**config.mk**
```make
export PLATFORM = sky130hd
export DESIGN_NAME = otp_fuse_ctrl
export DESIGN_NICKNAME = d
export VERILOG_FILES = /design/src/rtl/otp_pkg.sv /design/src/rtl/otp_seq.sv /design/src/rtl/otp_regs.sv /design/src/rtl/otp_fuse_ctrl.sv
export SDC_FILE = /design/constraint.sdc
export NUM_CORES = 1
export LEC_CHECK = 0
export ABC_CLOCK_PERIOD_IN_PS = 2300
export BUFFER_PORTS_ARGS = -buffer_cell sky130_fd_sc_hd__buf_2
export CORE_AREA = 2 2 109 153
export DETAILED_ROUTE_END_ITERATION = 16
export DIE_AREA = 0 0 111 155
export HOLD_SLACK_MARGIN = 0.05
export PLACE_DENSITY = 0.87
export SKIP_CTS_REPAIR_TIMING = 1
export SLEW_MARGIN = 20
export SYNTH_ARGS = -nofsm -noshare
export SYNTH_HDL_FRONTEND = slang
export SYNTH_SLANG_ARGS = --single-unit
```
**constraint.sdc**
```tcl
create_clock -name clk -period 2.3 [get_ports clk]
set_input_delay 0.23 -clock clk [delete_from_list [all_inputs] [get_ports clk]]
set_output_delay 0.23 -clock clk [all_outputs]
set_load 0.01 [all_outputs]
```
**src/rtl/otp_pkg.sv**
```systemverilog
package otp_pkg;
  localparam int DW = 32;
  localparam int FA_W = 7;
  localparam int RLX_W = 4;
  localparam int STB_W = 6;
  localparam int TIM_W = 22;

  localparam logic [7:0] OFS_CTRL = 8'h00;
  localparam logic [7:0] OFS_SET  = 8'h04;
  localparam logic [7:0] OFS_CLR  = 8'h08;
  localparam logic [7:0] OFS_TIME = 8'h10;
  localparam logic [7:0] OFS_DATA = 8'h20;
  localparam logic [7:0] OFS_TRIG = 8'h30;
  localparam logic [7:0] OFS_RDAT = 8'h40;

  localparam int B_BUSY   = 8;
  localparam int B_ERR    = 9;
  localparam int B_RELOAD = 10;
  localparam int B_UNLOCK = 16;
  localparam int B_RELAX  = 12;
  localparam int B_STROBE = 16;

  localparam logic [DW-1:0] POISON = 32'hBADA_BADA;

  typedef enum logic [1:0] {SQ_IDLE, SQ_PRE, SQ_ACT, SQ_POST} seq_state_e;
endpackage

```
**src/rtl/otp_seq.sv**
```systemverilog
module otp_seq
  import otp_pkg::*;
#(
  parameter int FUSE_WORDS = 128
) (
  input  logic             clk,
  input  logic             rst_n,
  input  logic             start,
  input  logic [FA_W-1:0]  addr,
  input  logic [RLX_W-1:0] relax,
  input  logic [STB_W-1:0] strobe,
  input  logic [DW-1:0]    fuse_rdata,
  output logic             busy,
  output logic             accept,
  output logic             reject,
  output logic             done,
  output logic [DW-1:0]    result,
  output logic [FA_W-1:0]  fuse_addr,
  output logic             fuse_strobe
);
  seq_state_e       state_q;
  logic [STB_W-1:0] cnt_q;
  logic [STB_W-1:0] rlx_q;
  logic [STB_W-1:0] act_m1_q;
  logic [FA_W-1:0]  addr_q;
  logic [DW-1:0]    cap_q;
  logic [STB_W:0]   need;
  logic             timing_ok;
  logic             range_ok;

  assign need      = ((STB_W+1)'(relax) << 1) + (STB_W+1)'(2);
  assign timing_ok = (relax != '0) && (strobe != '0) && ({1'b0, strobe} >= need);
  assign range_ok  = {1'b0, addr} < (FA_W+1)'(FUSE_WORDS);

  assign busy        = (state_q != SQ_IDLE);
  assign reject      = start && (busy || !timing_ok || !range_ok);
  assign accept      = start && !reject;
  assign done        = (state_q == SQ_POST) && (cnt_q == '0);
  assign fuse_strobe = (state_q == SQ_ACT);
  assign fuse_addr   = addr_q;
  assign result      = cap_q;

  always_ff @(posedge clk or negedge rst_n) begin
    if (!rst_n) begin
      state_q  <= SQ_IDLE;
      cnt_q    <= '0;
      rlx_q    <= '0;
      act_m1_q <= '0;
      addr_q   <= '0;
      cap_q    <= '0;
    end else begin
      unique case (state_q)
        SQ_IDLE: if (accept) begin
          state_q  <= SQ_PRE;
          cnt_q    <= STB_W'(relax);
          rlx_q    <= STB_W'(relax);
          act_m1_q <= strobe - STB_W'(need);
          addr_q   <= addr;
        end
        SQ_PRE: begin
          if (cnt_q == '0) begin
            state_q <= SQ_ACT;
            cnt_q   <= act_m1_q;
          end else cnt_q <= cnt_q - 1'b1;
        end
        SQ_ACT: begin
          cap_q <= fuse_rdata;
          if (cnt_q == '0) begin
            state_q <= SQ_POST;
            cnt_q   <= rlx_q;
          end else cnt_q <= cnt_q - 1'b1;
        end
        SQ_POST: begin
          if (cnt_q == '0) state_q <= SQ_IDLE;
          else cnt_q <= cnt_q - 1'b1;
        end
        default: state_q <= SQ_IDLE;
      endcase
    end
  end
endmodule

```
**src/rtl/otp_regs.sv**
```systemverilog
module otp_regs
  import otp_pkg::*;
#(
  parameter int BUS_AW = 8
) (
  input  logic              clk,
  input  logic              rst_n,
  input  logic [BUS_AW-1:0] bus_addr,
  input  logic              bus_we,
  input  logic [DW-1:0]     bus_wdata,
  output logic [DW-1:0]     bus_rdata,
  input  logic              busy,
  input  logic              accept,
  input  logic              reject,
  input  logic              done,
  input  logic [DW-1:0]     result,
  output logic              start,
  output logic              err,
  output logic [FA_W-1:0]   ctrl_addr,
  output logic [RLX_W-1:0]  relax,
  output logic [STB_W-1:0]  strobe
);
  logic [FA_W-1:0]  addr_q;
  logic             reload_q;
  logic [15:0]      unlock_q;
  logic             err_q;
  logic             err_d;
  logic [TIM_W-1:0] timing_q;
  logic [DW-1:0]    data_q;
  logic [DW-1:0]    rdat_q;
  logic [DW-1:0]    ctrl_word;
  logic we_ctrl, we_set, we_clr, we_time, we_data;

  assign we_ctrl = bus_we && (bus_addr == BUS_AW'(OFS_CTRL));
  assign we_set  = bus_we && (bus_addr == BUS_AW'(OFS_SET));
  assign we_clr  = bus_we && (bus_addr == BUS_AW'(OFS_CLR));
  assign we_time = bus_we && (bus_addr == BUS_AW'(OFS_TIME));
  assign we_data = bus_we && (bus_addr == BUS_AW'(OFS_DATA));
  assign start   = bus_we && (bus_addr == BUS_AW'(OFS_TRIG)) && bus_wdata[0];

  assign ctrl_addr = addr_q;
  assign relax     = timing_q[B_RELAX +: RLX_W];
  assign strobe    = timing_q[B_STROBE +: STB_W];
  assign err       = err_q;

  always_comb begin
    err_d = err_q;
    if (we_set && bus_wdata[B_ERR]) err_d = 1'b1;
    if (we_clr && bus_wdata[B_ERR]) err_d = 1'b0;
    if (reject) err_d = 1'b1;
  end

  always_ff @(posedge clk or negedge rst_n) begin
    if (!rst_n) begin
      addr_q   <= '0;
      reload_q <= 1'b0;
      unlock_q <= '0;
      err_q    <= 1'b0;
      timing_q <= '0;
      data_q   <= '0;
      rdat_q   <= '0;
    end else begin
      err_q <= err_d;
      if (we_ctrl) begin
        addr_q   <= bus_wdata[FA_W-1:0];
        reload_q <= bus_wdata[B_RELOAD];
        unlock_q <= bus_wdata[B_UNLOCK +: 16];
      end else if (we_set) begin
        addr_q   <= addr_q | bus_wdata[FA_W-1:0];
        reload_q <= reload_q | bus_wdata[B_RELOAD];
        unlock_q <= unlock_q | bus_wdata[B_UNLOCK +: 16];
      end else if (we_clr) begin
        addr_q   <= addr_q & ~bus_wdata[FA_W-1:0];
        reload_q <= reload_q & ~bus_wdata[B_RELOAD];
        unlock_q <= unlock_q & ~bus_wdata[B_UNLOCK +: 16];
      end else if (accept) begin
        unlock_q <= '0;
      end
      if (we_time) timing_q <= bus_wdata[TIM_W-1:0];
      if (we_data) data_q <= bus_wdata;
      if (done || (reject && !busy)) rdat_q <= err_d ? POISON : result;
    end
  end

  assign ctrl_word = {unlock_q, 5'b0, reload_q, err_q, busy, 1'b0, addr_q};

  always_comb begin
    bus_rdata = '0;
    if (bus_addr == BUS_AW'(OFS_CTRL) || bus_addr == BUS_AW'(OFS_SET) ||
        bus_addr == BUS_AW'(OFS_CLR))        bus_rdata = ctrl_word;
    else if (bus_addr == BUS_AW'(OFS_TIME)) bus_rdata = DW'(timing_q);
    else if (bus_addr == BUS_AW'(OFS_DATA)) bus_rdata = data_q;
    else if (bus_addr == BUS_AW'(OFS_RDAT)) bus_rdata = rdat_q;
  end
endmodule

```
**src/rtl/otp_fuse_ctrl.sv**
```systemverilog
module otp_fuse_ctrl
  import otp_pkg::*;
#(
  parameter int BUS_AW     = 8,
  parameter int FUSE_WORDS = 128
) (
  input  logic              clk,
  input  logic              rst_n,
  input  logic [BUS_AW-1:0] bus_addr,
  input  logic              bus_we,
  input  logic [31:0]       bus_wdata,
  output logic [31:0]       bus_rdata,
  output logic [6:0]        fuse_addr,
  output logic              fuse_strobe,
  input  logic [31:0]       fuse_rdata
);
  logic             start, busy, accept, reject, done, err;
  logic [DW-1:0]    result;
  logic [FA_W-1:0]  ctrl_addr;
  logic [RLX_W-1:0] relax;
  logic [STB_W-1:0] strobe;

  otp_regs #(.BUS_AW(BUS_AW)) u_regs (
    .clk(clk), .rst_n(rst_n), .bus_addr(bus_addr), .bus_we(bus_we),
    .bus_wdata(bus_wdata), .bus_rdata(bus_rdata), .busy(busy),
    .accept(accept), .reject(reject), .done(done), .result(result),
    .start(start), .err(err), .ctrl_addr(ctrl_addr), .relax(relax),
    .strobe(strobe)
  );

  otp_seq #(.FUSE_WORDS(FUSE_WORDS)) u_seq (
    .clk(clk), .rst_n(rst_n), .start(start), .addr(ctrl_addr),
    .relax(relax), .strobe(strobe), .fuse_rdata(fuse_rdata),
    .busy(busy), .accept(accept), .reject(reject), .done(done),
    .result(result), .fuse_addr(fuse_addr), .fuse_strobe(fuse_strobe)
  );
endmodule

```
==> metrics.cfg <==
[run_status]
outcome=complete, but fails checks
violations=negative setup slack

[synthesis]
synth_warnings=0
yosysTopAreaCell=dfrtp_1
synth_top_area_share_pct=52.2
synth_top_family_by_area=compound AO/OA/AOI/OAI gates
synth_cell_types=55
muxShareOfSynthArea_pct=12.1
synth_seq_area_share_pct=52.2
synth_simple_gate_area_share_pct=5.06
synth-xor-area-share_pct=0.543
yosys-top-cells-area=dfrtp_1 52%, mux2_2 12%, o2bb2ai_1 3.5%
synth_fa_ha_area_share_pct=2.11
async_flop_share_pct=100
synth_compound_area_share_pct=23.4
syn_area_sq_um=8060
synthCells=683
syn_area_per_cell_sq_um=11.8
synth_ff_type=dfrtp_1
synth.ff_latch_count=168
synth_edf_count=0
synth_nets=771

[global_route]
grt_pass1_wl_mm=36.2
grt_antenna_before_repair=1
grt_max_degree=64
grt_util_met3_pct=4.87
use_met1_pct=30.9
globalRouteOverflowTotal=0
grt_pass1_vias=6992
top_usage_layer=met2
met2_usage_pct=45.8
track_usage_pct=26.7

[worst_setup_path]
path_buf_inv=1
crit_family=compound AO/OA/AOI/OAI gates
arrival_ns=3.02
worst_setup_path_start_kind=register
r2r-start=u_regs.timing_q[13]
crit_fanout=33
crit_chain=ha_2 -> nand3_1 -> ha_1 -> o21ai_0 -> nor2_2 -> o21ai_4 -> a221o_1 -> buf_12 -> o31a_1
crit_start=u_regs.timing_q[13]
crit_path_top_delay_cell=dfrtp_1
reg2reg_slack_ns=-0.42
crit_required_ns=2.60
cp-end-kind=register
critical_path.max_stage_delay_ns=0.43
worstSetupPathType=reg -> reg
reg2regPathDepth=9
rr_endpoint=u_regs.rdat_q[25]

[die]
die_h_um=155
start_util_pct=50.7
pin_count=115
die_x_um=111
core.rowCount=55
dieArea_sq_um=17200
core_sq_um=15900

[timing]
layout_setup_ws_ns=-0.419
fmax_ghz=0.368
worst_slew_pin_slew_ns=0.633
finalCritPeriodShare_pct=118
finalSetupViolCount=75
rsz0062_at_grt=true
finalCriticalPeriod_ns=2.72
relSlewSlack_pct=57.2
finalSetupTns_ns=-23.47
drv_slew=0
fin_skew_ns=0.0185
final_hold_viol_count=0

[flow_run]
maxCapViolCount=0

[place]
io_buffer_count=114
hpwl_mm=15.8
pre_cts_ws_ns=-0.280
place_congestion=0.931
dp.cells=1016

[min_path]
hold_start=fuse_rdata[7]
hold_path_class=in -> reg
min_delay_worst_endpoint=u_seq.result[7]
whs_path_depth=2

[routing]
drt_iter0_drc=751
drt-vias-per-instance=6.82
ant_nets=0
wl_per_cell_um=24.8
drt_pass1_iterations=7
drc=0
vias=7360
drt-total-wl_mm=26.8

[clock_tree]
cts_tree=built
htreeDepth=4
cts_sinks=168
ctsRootBufferMaster=clkbuf_16
clkSlewWorstSetupHoldPaths_ns=0.07
clockBufferDepth=2
numCtsBuffers=17
clk_latency_ns=0.43

[power_and_ir_drop]
powerDensity_nw_per_um2=900
ir_drop_mv=0.708
leakage_nw=5.14

[final_layout]
synthToLayoutAreaGrowth_pct=33.2
layout-drive-gt1-share_pct=42.8
fin_nets=955
fin_cells=1079

## per-stage QoR
step	cell area, sq um	hold WS, ns	util, %	power, W
after floorplan	8110	-0.0656	-	0.00553
after global placement	9350	0.252	58.8	0.00633
after detailed placement	9350	0.255	58.8	0.00644
after CTS	9940	-0.195	62.6	0.00938
after global routing	10700	0.0488	67.5	0.0101
final	10700	0.0331	67.5	0.00967
## per-layer routing
layer	up-vias	part of all wire (%)
met3	160	8.6
met4	0	7.6
met5	-	0
met2	559	49
met1	3638	34
li1	3003	-
## sequential cells by signal, indices dropped and copies added, names as in the netlist, named ones only
signal,count
u_seq.rlx_q,4
u_regs.err,1
u_seq.cnt_q,6
u_regs.timing_q,22
u_seq.fuse_addr,7
u_regs.rdat_q,32
u_regs.data_q,32
u_seq.act_m1_q,6
u_regs.unlock_q,16
u_seq.result,32
u_seq.state_q,2
## area by class of cell
type | count | area, sq um
diodes | 1 | 2.50
clock buffers | 18 | 439
clock inverters | 13 | 156
fillers | 1006 | 5160
inverters | 41 | 154
multi-input cells | 421 | 3920
flip-flops and latches | 168 | 4210
well taps | 199 | 249
repair buffers | 218 | 1610
## Yosys cell counts (all sizes together), types with 2 or more instances
| cell | n |
|---|---|
| nand3 | 8 |
| nor4 | 3 |
| nor2 | 12 |
| mux2 | 86 |
| or3b | 2 |
| a221o | 18 |
| ha | 12 |
| a211oi | 4 |
| a21o | 3 |
| a21oi | 24 |
| nand2b | 2 |
| nand2 | 32 |
| dfrtp | 168 |
| and4b | 2 |
| nor3 | 7 |
| xor2 | 2 |
| o2bb2ai | 32 |
| a311o | 20 |
| and2 | 2 |
| buf | 21 |
| o211ai | 14 |
| xnor2 | 3 |
| o31ai | 15 |
| a22o | 25 |
| a22oi | 2 |
| clkbuf | 32 |
| a222oi | 16 |
| o21ai | 33 |
| and3 | 2 |
| o31a | 20 |
| inv | 41 |
| nor4b | 2 |
| o32a | 2 |
## power breakdown
group / leakage (nW) / switching [W] / internal [W]
logic: 2.65 / 0.00140 / 0.00125
clock network: 0.287 / 0.00129 / 0.00166
registers: 2.21 / 0.000489 / 0.00358
## worst register-to-register path, cell delays in order (launching register included)
cell and delay, ns:
dfrtp_1 0.43, ha_2 0.25, nand3_1 0.11, ha_1 0.39, o21ai_0 0.16, nor2_2 0.24
o21ai_4 0.10, a221o_1 0.38, buf_12 0.19, o31a_1 0.35
## cells in the final DEF, fill, tap and decap left out, drive strengths merged, types with 22 or more instances in the layout
master,Yosys,final
dlygate4sd3,0,22
dfrtp,168,168
buf,21,194
inv,41,48
o21ai,33,33
a21oi,24,24
a22o,25,25
o2bb2ai,32,32
mux2,86,86
nand2,32,32
## worst max-delay path by stage
stage,end,slack (ns),cells after the start
CTS,u_regs.rdat_q[25],-0.33,11
floorplan,u_regs.rdat_q[11],-0.15,9
global route,u_regs.rdat_q[30],-0.49,11
global placement,u_regs.rdat_q[29],-0.19,11
detailed placement,u_regs.rdat_q[12],-0.28,11
finish,u_regs.rdat_q[25],-0.42,9
## cells by family (layout without fill, tap and decap cells)
group                      count (synthesis)  in the layout
other                                      0              1
adders and majority gates                 13             13
AOI/OAI and AO/OA                        237            237
xor gates and xnor gates                   5              5
buffers and inverters                     94            290
muxes                                     87             87
DFF                                      168            168
and+or+nand+nor                           79             79
Power figures use the tool's default switching activity.
